$ cat src/rtl/acs_pkg.sv
package acs_pkg;

  // opcode codes (high nibble of the instruction byte)
  localparam logic [3:0] OPC_NOP   = 4'h0;
  localparam logic [3:0] OPC_LOAD  = 4'h1;
  localparam logic [3:0] OPC_STORE = 4'h2;
  localparam logic [3:0] OPC_ADD   = 4'h8;
  localparam logic [3:0] OPC_SUB   = 4'h9;
  localparam logic [3:0] OPC_AND   = 4'hA;
  localparam logic [3:0] OPC_OR    = 4'hB;
  localparam logic [3:0] OPC_LDI   = 4'hC;

  typedef enum logic [3:0] {
    S_F1   = 4'd0,  // address register <- PC
    S_F2   = 4'd1,  // PC+1, buffer <- memory
    S_F3   = 4'd2,  // instruction register <- buffer
    S_DEC  = 4'd3,  // pick execute sequence
    S_EA   = 4'd4,  // address register <- operand
    S_ERD  = 4'd5,  // buffer <- memory
    S_EALU = 4'd6,  // accumulator update
    S_EWR  = 4'd7,  // write strobe
    S_EIMM = 4'd8   // accumulator <- immediate
  } state_e;

  typedef struct packed {
    logic mar_from_pc;
    logic mar_from_opr;
    logic pc_inc;
    logic mbr_from_mem;
    logic mbr_from_acc;
    logic cir_load;
    logic acc_from_alu;
    logic acc_from_mbr;
    logic acc_from_imm;
    logic flags_load;
    logic mem_we;
  } ctl_t;

  typedef struct packed {
    logic c;
    logic z;
    logic v;
  } flags_t;

endpackage

$ cat src/rtl/acs_alu.sv
module acs_alu
  import acs_pkg::*;
#(
  parameter int DW  = 8,
  parameter int OPW = 4
) (
  input  logic [OPW-1:0] op,
  input  logic [DW-1:0]  a,
  input  logic [DW-1:0]  b,
  output logic [DW-1:0]  y,
  output flags_t         fl
);

  localparam int MSB = DW - 1;

  // returns {carry, overflow, result}
  function automatic logic [DW+1:0] alu_eval(input logic [OPW-1:0] o,
                                             input logic [DW-1:0] x,
                                             input logic [DW-1:0] w);
    logic [DW:0]   wide;
    logic [DW-1:0] r;
    logic          cy;
    logic          ov;
    wide = '0;
    r    = x;
    cy   = 1'b0;
    ov   = 1'b0;
    case (o)
      OPW'(OPC_ADD): begin
        wide = {1'b0, x} + {1'b0, w};
        r    = wide[DW-1:0];
        cy   = wide[DW];
        ov   = (x[MSB] == w[MSB]) && (r[MSB] != x[MSB]);
      end
      OPW'(OPC_SUB): begin
        wide = {1'b0, x} - {1'b0, w};
        r    = wide[DW-1:0];
        cy   = wide[DW];
        ov   = (x[MSB] != w[MSB]) && (r[MSB] != x[MSB]);
      end
      OPW'(OPC_AND): r = x & w;
      OPW'(OPC_OR):  r = x | w;
      default:       r = x;
    endcase
    return {cy, ov, r};
  endfunction

  logic [DW+1:0] packed_out;

  always_comb begin
    packed_out = alu_eval(op, a, b);
    y    = packed_out[DW-1:0];
    fl.c = packed_out[DW+1];
    fl.v = packed_out[DW];
    fl.z = (packed_out[DW-1:0] == '0);
  end

endmodule

$ cat src/rtl/acs_ctrl.sv
module acs_ctrl
  import acs_pkg::*;
#(
  parameter int OPW = 4
) (
  input  logic           clk,
  input  logic           rst_n,
  input  logic [OPW-1:0] op,
  output state_e         state,
  output ctl_t           ctl,
  output logic           seq_last
);

  state_e st_q, st_d;

  function automatic logic reads_operand(input logic [OPW-1:0] o);
    return (o == OPW'(OPC_LOAD)) || (o == OPW'(OPC_ADD)) ||
           (o == OPW'(OPC_SUB))  || (o == OPW'(OPC_AND)) ||
           (o == OPW'(OPC_OR));
  endfunction

  always_ff @(posedge clk or negedge rst_n) begin
    if (!rst_n) st_q <= S_F1;
    else        st_q <= st_d;
  end

  always_comb begin
    ctl  = '0;
    st_d = st_q;
    case (st_q)
      S_F1: begin
        ctl.mar_from_pc = 1'b1;
        st_d = S_F2;
      end
      S_F2: begin
        ctl.pc_inc       = 1'b1;
        ctl.mbr_from_mem = 1'b1;
        st_d = S_F3;
      end
      S_F3: begin
        ctl.cir_load = 1'b1;
        st_d = S_DEC;
      end
      S_DEC: begin
        if (reads_operand(op) || op == OPW'(OPC_STORE)) st_d = S_EA;
        else if (op == OPW'(OPC_LDI))                   st_d = S_EIMM;
        else                                            st_d = S_F1;
      end
      S_EA: begin
        ctl.mar_from_opr = 1'b1;
        if (op == OPW'(OPC_STORE)) begin
          ctl.mbr_from_acc = 1'b1;
          st_d = S_EWR;
        end else begin
          st_d = S_ERD;
        end
      end
      S_ERD: begin
        ctl.mbr_from_mem = 1'b1;
        st_d = S_EALU;
      end
      S_EALU: begin
        if (op == OPW'(OPC_LOAD)) begin
          ctl.acc_from_mbr = 1'b1;
        end else begin
          ctl.acc_from_alu = 1'b1;
          ctl.flags_load   = 1'b1;
        end
        st_d = S_F1;
      end
      S_EWR: begin
        ctl.mem_we = 1'b1;
        st_d = S_F1;
      end
      S_EIMM: begin
        ctl.acc_from_imm = 1'b1;
        st_d = S_F1;
      end
      default: st_d = S_F1;
    endcase
  end

  assign state    = st_q;
  assign seq_last = (st_d == S_F1) && (st_q != S_F1);

endmodule

$ cat src/rtl/acs_datapath.sv
module acs_datapath
  import acs_pkg::*;
#(
  parameter int DW = 8,
  parameter int AW = 4
) (
  input  logic          clk,
  input  logic          rst_n,
  input  ctl_t          ctl,
  input  logic [DW-1:0] mem_rdata,
  input  logic [DW-1:0] alu_y,
  input  flags_t        alu_fl,
  output logic [AW-1:0] pc,
  output logic [AW-1:0] mar,
  output logic [DW-1:0] mbr,
  output logic [DW-1:0] cir,
  output logic [DW-1:0] acc,
  output flags_t        flags
);

  localparam int IMM_PAD = DW - AW;

  logic [DW-1:0] imm_ext;
  assign imm_ext = {{IMM_PAD{1'b0}}, cir[AW-1:0]};

  always_ff @(posedge clk or negedge rst_n) begin
    if (!rst_n) begin
      pc    <= '0;
      mar   <= '0;
      mbr   <= '0;
      cir   <= '0;
      acc   <= '0;
      flags <= '0;
    end else begin
      if (ctl.mar_from_pc)       mar <= pc;
      else if (ctl.mar_from_opr) mar <= cir[AW-1:0];

      if (ctl.pc_inc) pc <= pc + 1'b1;

      if (ctl.mbr_from_mem)      mbr <= mem_rdata;
      else if (ctl.mbr_from_acc) mbr <= acc;

      if (ctl.cir_load) cir <= mbr;

      if (ctl.acc_from_alu)      acc <= alu_y;
      else if (ctl.acc_from_mbr) acc <= mbr;
      else if (ctl.acc_from_imm) acc <= imm_ext;

      if (ctl.flags_load) flags <= alu_fl;
    end
  end

endmodule

$ cat src/rtl/acs_core.sv
module acs_core
  import acs_pkg::*;
#(
  parameter int DW = 8,
  parameter int AW = 4
) (
  input  logic          clk,
  input  logic          rst_n,
  output logic [AW-1:0] mem_addr,
  output logic [DW-1:0] mem_wdata,
  output logic          mem_we,
  input  logic [DW-1:0] mem_rdata,
  output logic [DW-1:0] acc_o,
  output logic [AW-1:0] pc_o,
  output logic          flag_c,
  output logic          flag_z,
  output logic          flag_v
);

  localparam int OPW = DW - AW;

  state_e         state;
  ctl_t           ctl;
  logic           seq_last;
  logic [AW-1:0]  mar;
  logic [DW-1:0]  mbr;
  logic [DW-1:0]  cir;
  logic [DW-1:0]  acc;
  flags_t         flags;
  logic [DW-1:0]  alu_y;
  flags_t         alu_fl;
  logic [OPW-1:0] opcode;

  // named events for the checker
  logic fetch_begin;
  logic pc_step;
  logic mbr_take_mem;
  logic flags_write;

  assign opcode = cir[DW-1 -: OPW];

  acs_ctrl #(.OPW(OPW)) u_ctrl (
    .clk      (clk),
    .rst_n    (rst_n),
    .op       (opcode),
    .state    (state),
    .ctl      (ctl),
    .seq_last (seq_last)
  );

  acs_alu #(.DW(DW), .OPW(OPW)) u_alu (
    .op (opcode),
    .a  (acc),
    .b  (mbr),
    .y  (alu_y),
    .fl (alu_fl)
  );

  acs_datapath #(.DW(DW), .AW(AW)) u_dp (
    .clk       (clk),
    .rst_n     (rst_n),
    .ctl       (ctl),
    .mem_rdata (mem_rdata),
    .alu_y     (alu_y),
    .alu_fl    (alu_fl),
    .pc        (pc_o),
    .mar       (mar),
    .mbr       (mbr),
    .cir       (cir),
    .acc       (acc),
    .flags     (flags)
  );

  assign fetch_begin  = (state == S_F1);
  assign pc_step      = ctl.pc_inc;
  assign mbr_take_mem = ctl.mbr_from_mem;
  assign flags_write  = ctl.flags_load;

  assign mem_addr  = mar;
  assign mem_wdata = mbr;
  assign mem_we    = ctl.mem_we;
  assign acc_o     = acc;
  assign flag_c    = flags.c;
  assign flag_z    = flags.z;
  assign flag_v    = flags.v;

endmodule

$ cat config.mk
export PLATFORM = sky130hd
export DESIGN_NAME = acs_core
export DESIGN_NICKNAME = d
export VERILOG_FILES = /design/src/rtl/acs_pkg.sv /design/src/rtl/acs_alu.sv /design/src/rtl/acs_ctrl.sv /design/src/rtl/acs_datapath.sv /design/src/rtl/acs_core.sv
export SDC_FILE = /design/constraint.sdc
export NUM_CORES = 1
export LEC_CHECK = 0
export ABC_AREA = 1
export BUFFER_PORTS_ARGS = -buffer_cell sky130_fd_sc_hd__buf_4
export CAP_MARGIN = 15
export CORE_MARGIN = 1.5
export CORE_UTILIZATION = 30
export CTS_CLUSTER_DIAMETER = 100
export CTS_CLUSTER_SIZE = 28
export DETAILED_ROUTE_END_ITERATION = 16
export GPL_TIMING_DRIVEN = 0
export PLACE_DENSITY_LB_ADDON = 0.2
export SYNTH_ARGS = -nofsm -noshare
export SYNTH_HDL_FRONTEND = slang
export SYNTH_SLANG_ARGS = --single-unit
$ cat constraint.sdc
create_clock -name clk -period 4.49 [get_ports clk]
set_input_delay 1.1225 -clock clk [delete_from_list [all_inputs] [get_ports clk]]
set_output_delay 1.1225 -clock clk [all_outputs]
set_load 0.01 [all_outputs]
==> flow_metrics.env, run 1 <==
export IMPL_status="finished clean"
export IMPL_postCtsSetupBuffers=0
export IMPL_tns_ps=0
export IMPL_synthXorXnorAreaFrac_pct=1.19
export IMPL_p_int_mw=1.30
export IMPL_grt_pass1_wl_mm=14.3
export IMPL_crit_slowest_cell="dfrtp_1"
export IMPL_power_density_nw_per_um2=776
export IMPL_postRouteAntennaNets=0
export IMPL_synth_compound_area_share_pct=13.4
export IMPL_critPathTopFamily="flip-flops"
export IMPL_viasPerCell=4.83
export IMPL_swShare_pct=52.4
export IMPL_wl_per_cell_um=15.5
export IMPL_path_clk_slew_ps=90
export IMPL_fillerInstances=1080
export IMPL_grt_pass1_vias=2707
export IMPL_r2r_start="u_dp.acc[4]"
export IMPL_min_path_type="flop to flop"
export IMPL_synthAdderAreaFrac_pct=12.4
export IMPL_io_pins=38
export IMPL_gp_congestion=0.962
export IMPL_setup_viol=0
export IMPL_dp_hpwl_mm=6.79
export IMPL_drc=0
export IMPL_drt_pass1_iterations=4
export IMPL_grt_max_degree=40
export IMPL_combinationalPowerShare_pct=62.7
export IMPL_yosysWarnings=0
export IMPL_grt_usage_pct=18.2
export IMPL_tritoncts="done"
export IMPL_async_reset_ff_share_pct=100
export IMPL_synth_edf_count=0
export IMPL_fin_total_pwr_mw=2.73
export IMPL_synth_top_family_by_area="simple AND/OR/NAND/NOR gates"
export IMPL_ctsRootBufferMaster="clkbuf_8"
export IMPL_arrival_ps=1300
export IMPL_initialDrtViolationCount=133
export IMPL_wl_mm=9.08
export IMPL_hp_start="u_dp.flags[1]"
export IMPL_cpPeakStageDelay_ps=410
export IMPL_cts_htree_levels=2
export IMPL_slew_violations=0
export IMPL_post_route_period_util_pct=53.9
export IMPL_synth_ff_type="dfrtp_1"
export IMPL_cts_hold_buf=0
export IMPL_fmaxAchievable_mhz=413
export IMPL_p_clk_share_pct=11.4
export IMPL_crit_fanout=8
export IMPL_seqPwrFrac_pct=25.9
export IMPL_antenna_found_initial=0
export IMPL_drive_gt1_share_pct=15.3
export IMPL_crit_path_start_kind="flop"
export IMPL_skew_ps=8.89
export IMPL_placedInstanceArea_um2=3400
export IMPL_grt_setup_unrepaired="false"
export IMPL_crit_type="flop to output pin"
export IMPL_clock_sinks=39
export IMPL_clkLatencyLatePin_ps=300
export IMPL_cp_depth=4
export IMPL_synth_nets=444
export IMPL_nets=489
export IMPL_die_area_um2=10400
export IMPL_io_buffers=37
export IMPL_slew_headroom_pct=57.5
export IMPL_synthMuxAreaShare_pct=0
export IMPL_final_hold_viol_count=0
export IMPL_ys_types=37
export IMPL_fin_util_pct=36.5
export IMPL_yosysSeqAreaShare_pct=33.1
export IMPL_ir_worst_vdd_v=0.000263
export IMPL_p_switching_mw=1.43
export IMPL_area_delta_synth_final_pct=19.1
export IMPL_reg2reg_depth=14
export IMPL_numCtsBuffers=5
export IMPL_maxCapViolCount=0
export IMPL_gr_total_overflow=0
export IMPL_hold_path_cell_count=2
export IMPL_multi_input_area_um2=1720
export IMPL_worstMarginPinSlew_ps=636
export IMPL_clk_path_buf_depth=2
export IMPL_syn_area_um2=2950
export IMPL_die_h_um=102
export IMPL_cts_resized=0
export IMPL_whs_endpoint="u_dp.flags[1]"
export IMPL_crit_required_ps=3370
export IMPL_fin_area_um2=3510
export IMPL_regToRegSetupSlack_ps=2290
export IMPL_syn_inst=406
export IMPL_rows=36
export IMPL_avgSynthCellArea_um2=7.27
export IMPL_r2r_end="u_dp.flags[1]"
export IMPL_vias=2823
export IMPL_die_width_um=102
export IMPL_yosys_area_share_simple_pct=31.2
export IMPL_start_util_pct=30.6
export IMPL_area_sequential_um2=976
export IMPL_end_kind="output pin"
export IMPL_period_minus_slack_ps=2420
export IMPL_power_leakage_nw=1.76
export IMPL_crit_chain="inv_2 -> nand2_1 -> nor3_1 -> buf_4"
export IMPL_core_area_um2=9640
export IMPL_diodes=0
export IMPL_crit_buf_inv=2
export IMPL_ys_ff_latch=39
==> worst min-delay path, delay by kind of cell (launching register included) <==
kind / cells / cell delay (ps)
and+or+nand+nor: 2 / 100
DFF: 1 / 360
==> cells in the mapped netlist (2+ instances only) <==
cell / number / share of area (%)
clkbuf_1: 3 / 0.38
nand2_1: 115 / 15
o311ai_1: 2 / 0.59
a32oi_1: 3 / 0.89
o311ai_0: 4 / 1.2
inv_1: 50 / 6.4
o22ai_1: 3 / 0.64
nor2_1: 29 / 3.7
nor3_1: 4 / 0.68
o21ai_0: 18 / 3.1
buf_2: 3 / 0.51
a31oi_1: 3 / 0.64
nor3_4: 2 / 1.1
xor2_1: 2 / 0.59
o211ai_1: 7 / 1.8
fa_1: 2 / 1.4
nand2_2: 2 / 0.42
nand3_1: 44 / 7.5
a211oi_1: 2 / 0.51
ha_1: 26 / 11
nor2_2: 2 / 0.42
inv_2: 7 / 0.89
a21oi_1: 14 / 2.4
nor2_4: 4 / 1.5
xnor2_1: 2 / 0.59
nand4_1: 4 / 0.85
dfrtp_1: 39 / 33
==> sequential cells by signal, indices dropped and copies added, names as in the netlist <==
| register | cells |
|---|---|
| u_dp.acc | 8 |
| u_ctrl.state | 4 |
| u_dp.mbr | 8 |
| u_dp.cir | 8 |
| u_dp.pc | 4 |
| u_dp.flags | 3 |
| u_dp.mar | 4 |
==> layer usage <==
metal / global-route usage, % / part of all wire, % / vias to the layer above / wire length [µm]
met3: 2.60 / 3.9 / 8 / 352
met4: 5.27 / 0.77 / 0 / 70
met1: 24.9 / 49 / 1325 / 4410
met2: 30.1 / 47 / 65 / 4250
li1: - / - / 1425 / -
met5: 0 / 0 / - / 0
==> worst max path at each step <==
stage / startpoint / to
4_1_cts: u_ctrl.state[3] / mem_we
2_1_floorplan: u_ctrl.state[3] / mem_we
6_report: u_ctrl.state[3] / mem_we
5_1_grt: u_ctrl.state[3] / mem_we
3_3_place_gp: u_dp.acc[4] / u_dp.flags[1]
3_5_place_dp: u_dp.acc[4] / u_dp.flags[1]
==> power groups by stage <==
| stage | combinational, mW | sequential, mW | clock [mW] |
|---|---|---|---|
| floorplan | 1.12 | 0.714 | 0 |
| global placement | 1.68 | 0.711 | 0 |
| detailed placement | 1.70 | 0.716 | 0 |
| CTS | 1.71 | 0.710 | 0.318 |
| global route | 1.95 | 0.734 | 0.334 |
| finish | 1.71 | 0.706 | 0.311 |
==> layout by cell type, fill, tap and decap left out, types with 2 or more instances in the layout <==
cell type  synthesis  final
nand2_1          115    115
inv_1             50     50
nand3_1           44     44
buf_4              1     39
dfrtp_1           39     39
nor2_1            29     29
ha_1              26     26
o21ai_0           18     18
a21oi_1           14     14
inv_2              7      7
o211ai_1           7      7
clkbuf_8           0      5
nor3_1             4      4
nor2_4             4      4
nand4_1            4      4
o311ai_0           4      4
buf_2              3      3
o22ai_1            3      3
a31oi_1            3      3
clkbuf_1           3      3
a32oi_1            3      3
nor3_4             2      2
nand2_2            2      2
a211oi_1           2      2
nor2_2             2      2
xor2_1             2      2
xnor2_1            2      2
o311ai_1           2      2
fa_1               2      2
==> cells by family after synthesis <==
family                   count (synthesis)
AO/OA/AOI/OAI                           62
adder cells (fa/ha/maj)                 28
buffers and inverters                   65
AND/OR/NAND/NOR                        208
XOR/XNOR                                 4
flip-flops                              39
==> metrics by stage <==
stage,hold slack [ps],instances,setup WS [ps]
final,491,585,2070
after global routing,536,585,1970
after CTS,495,585,2050
after detailed placement,471,577,2280
after floorplan,470,406,2540
after global placement,470,576,2260
==> area by class of cell <==
| class | count | area share [%] |
|---|---|---|
| Tap cell | 133 | 4.73 |
| Clock inverter | 3 | 1.25 |
| Timing Repair Buffer | 38 | 8.12 |
| Multi-Input combinational cell | 302 | 48.8 |
| Sequential cell | 39 | 27.8 |
| Inverter | 57 | 6.09 |
| Buffer | 8 | 1.28 |
| Clock buffer | 5 | 1.96 |
No activity file was read; power rests on OpenSTA's default activity.
==> inputs of run 2 (changes only) <==
==> constraint.sdc (replaced) <==
create_clock -name clk -period 2.3 [get_ports clk]
set_input_delay 0.575 -clock clk [delete_from_list [all_inputs] [get_ports clk]]
set_output_delay 0.575 -clock clk [all_outputs]
set_load 0.01 [all_outputs]
==> flow_metrics.env, run 2 (synthesis gave the netlist of run 1 again) <==
export IMPL_status="finished clean"
export IMPL_nets=489
export IMPL_maxCapViolCount=0
export IMPL_period_minus_slack_ps=2160
export IMPL_antenna_found_initial=0
export IMPL_ctsRootBufferMaster="clkbuf_8"
export IMPL_initialDrtViolationCount=143
export IMPL_skew_ps=7.83
export IMPL_die_width_um=102
export IMPL_slew_violations=0
export IMPL_rows=36
export IMPL_crit_fanout=5
export IMPL_worstMarginPinSlew_ps=633
export IMPL_grt_pass1_wl_mm=14.3
export IMPL_cts_htree_levels=2
export IMPL_r2r_start="u_dp.acc[0]"
export IMPL_vias=2833
export IMPL_clock_sinks=39
export IMPL_fin_util_pct=36.8
export IMPL_drc=0
export IMPL_grt_pass1_vias=2707
export IMPL_grt_setup_unrepaired="true"
export IMPL_core_area_um2=9640
export IMPL_wl_mm=9.15
export IMPL_placedInstanceArea_um2=3400
export IMPL_fmaxAchievable_mhz=462
export IMPL_grt_usage_pct=18.2
export IMPL_regToRegSetupSlack_ps=140
export IMPL_final_hold_viol_count=0
export IMPL_r2r_end="u_dp.flags[1]"
export IMPL_diodes=0
export IMPL_io_buffers=37
export IMPL_grt_max_degree=40
export IMPL_path_clk_slew_ps=90
export IMPL_power_density_nw_per_um2=1520
export IMPL_multi_input_area_um2=1730
export IMPL_drive_gt1_share_pct=18.4
export IMPL_start_util_pct=30.6
export IMPL_tns_ps=0
export IMPL_clk_path_buf_depth=2
export IMPL_min_path_type="input pin to async pin"
export IMPL_area_sequential_um2=986
export IMPL_wl_per_cell_um=15.6
export IMPL_area_delta_synth_final_pct=20.1
export IMPL_tritoncts="done"
export IMPL_fin_area_um2=3540
export IMPL_end_kind="flop"
export IMPL_crit_required_ps=2550
export IMPL_reg2reg_depth=14
export IMPL_fillerInstances=1083
export IMPL_layout_commonest_cell="nand2_1"
export IMPL_crit_type="flop to flop"
export IMPL_clkLatencyLatePin_ps=300
export IMPL_die_h_um=102
export IMPL_gr_total_overflow=0
export IMPL_gp_congestion=0.962
export IMPL_power_leakage_nw=1.75
export IMPL_arrival_ps=2410
export IMPL_top_regs="u_dp.acc x8, u_dp.cir x8, u_dp.mbr x8"
export IMPL_postRouteAntennaNets=0
export IMPL_slew_headroom_pct=57.6
export IMPL_fin_cells=585
export IMPL_numCtsBuffers=5
export IMPL_setup_viol=0
export IMPL_viasPerCell=4.84
export IMPL_layout_common_cells="nand2_1 (115), inv_1 (50), nand3_1 (44)"
export IMPL_crit_path_start_kind="flop"
export IMPL_dp_hpwl_mm=6.79
export IMPL_die_area_um2=10400
export IMPL_post_route_period_util_pct=94.0
export IMPL_drt_pass1_iterations=5
export IMPL_io_pins=38
export IMPL_placed_cells=577
export IMPL_ir_worst_vdd_v=0.000405
-- run 2: cell type report --
cell class | count | share of cell area, %
clock buffers | 5 | 1.94
clock inverters | 3 | 1.24
multi-input cells | 302 | 48.8
plain buffers | 7 | 1.17
repair buffers | 39 | 8.26
well taps | 133 | 4.70
flip-flops and latches | 39 | 27.8
inverters | 57 | 6.04
-- run 2: worst max-delay path, cell delays in order, from the launching register on --
cell	delay, ps
dfrtp_1	380
inv_1	110
ha_1	230
fa_1	390
inv_1	90
nand2_1	60
nand3_1	80
nand2_1	60
o21bai_1	170
nand3_1	110
nor2_2	120
nand3_1	80
nor2_1	110
nand2_1	80
nand2_1	60
-- run 2: layer usage --
metal	share of wire (%)	vias to the layer above	global-route usage, %
met4	0.69	0	5.27
met1	48	1324	24.9
met5	0	-	0
li1	-	1427	-
met3	4.2	8	2.60
met2	47	74	30.1
-- run 2: metrics by stage --
stage | power [mW] | hold slack [ps] | setup WS [ps]
global placement | 4.67 | 470 | 72.7
CTS | 5.34 | 269 | 64.4
finish | 5.38 | 249 | 137
floorplan | 3.58 | 279 | 417
detailed placement | 4.71 | 471 | 85.4
global route | 5.94 | 285 | -8.11
-- run 2: where the power goes --
part | switching (mW) | internal (mW) | leakage, nW
registers | 0.391 | 1.00 | 0.484
logic | 2.13 | 1.25 | 1.21
clock network | 0.283 | 0.324 | 0.0581
-- run 2: how the worst max path moves through the flow --
stage,start,endpoint,slack [ps]
global placement,u_dp.acc[4],u_dp.flags[1],70
finish,u_dp.acc[0],u_dp.flags[1],140
detailed placement,u_dp.acc[4],u_dp.flags[1],90
CTS,u_dp.acc[4],u_dp.flags[1],60
floorplan,u_dp.mbr[4],u_dp.flags[1],420
global route,u_dp.acc[0],u_dp.flags[1],-8
-- run 2: timing repair --
| item | 4_1_cts | 5_1_grt |
|---|---|---|
| setup endpoints to repair | 0 | 5 |
| hold buffers | 0 | 0 |
| resized for setup | 0 | 14 |
| setup buffers | 0 | 1 |
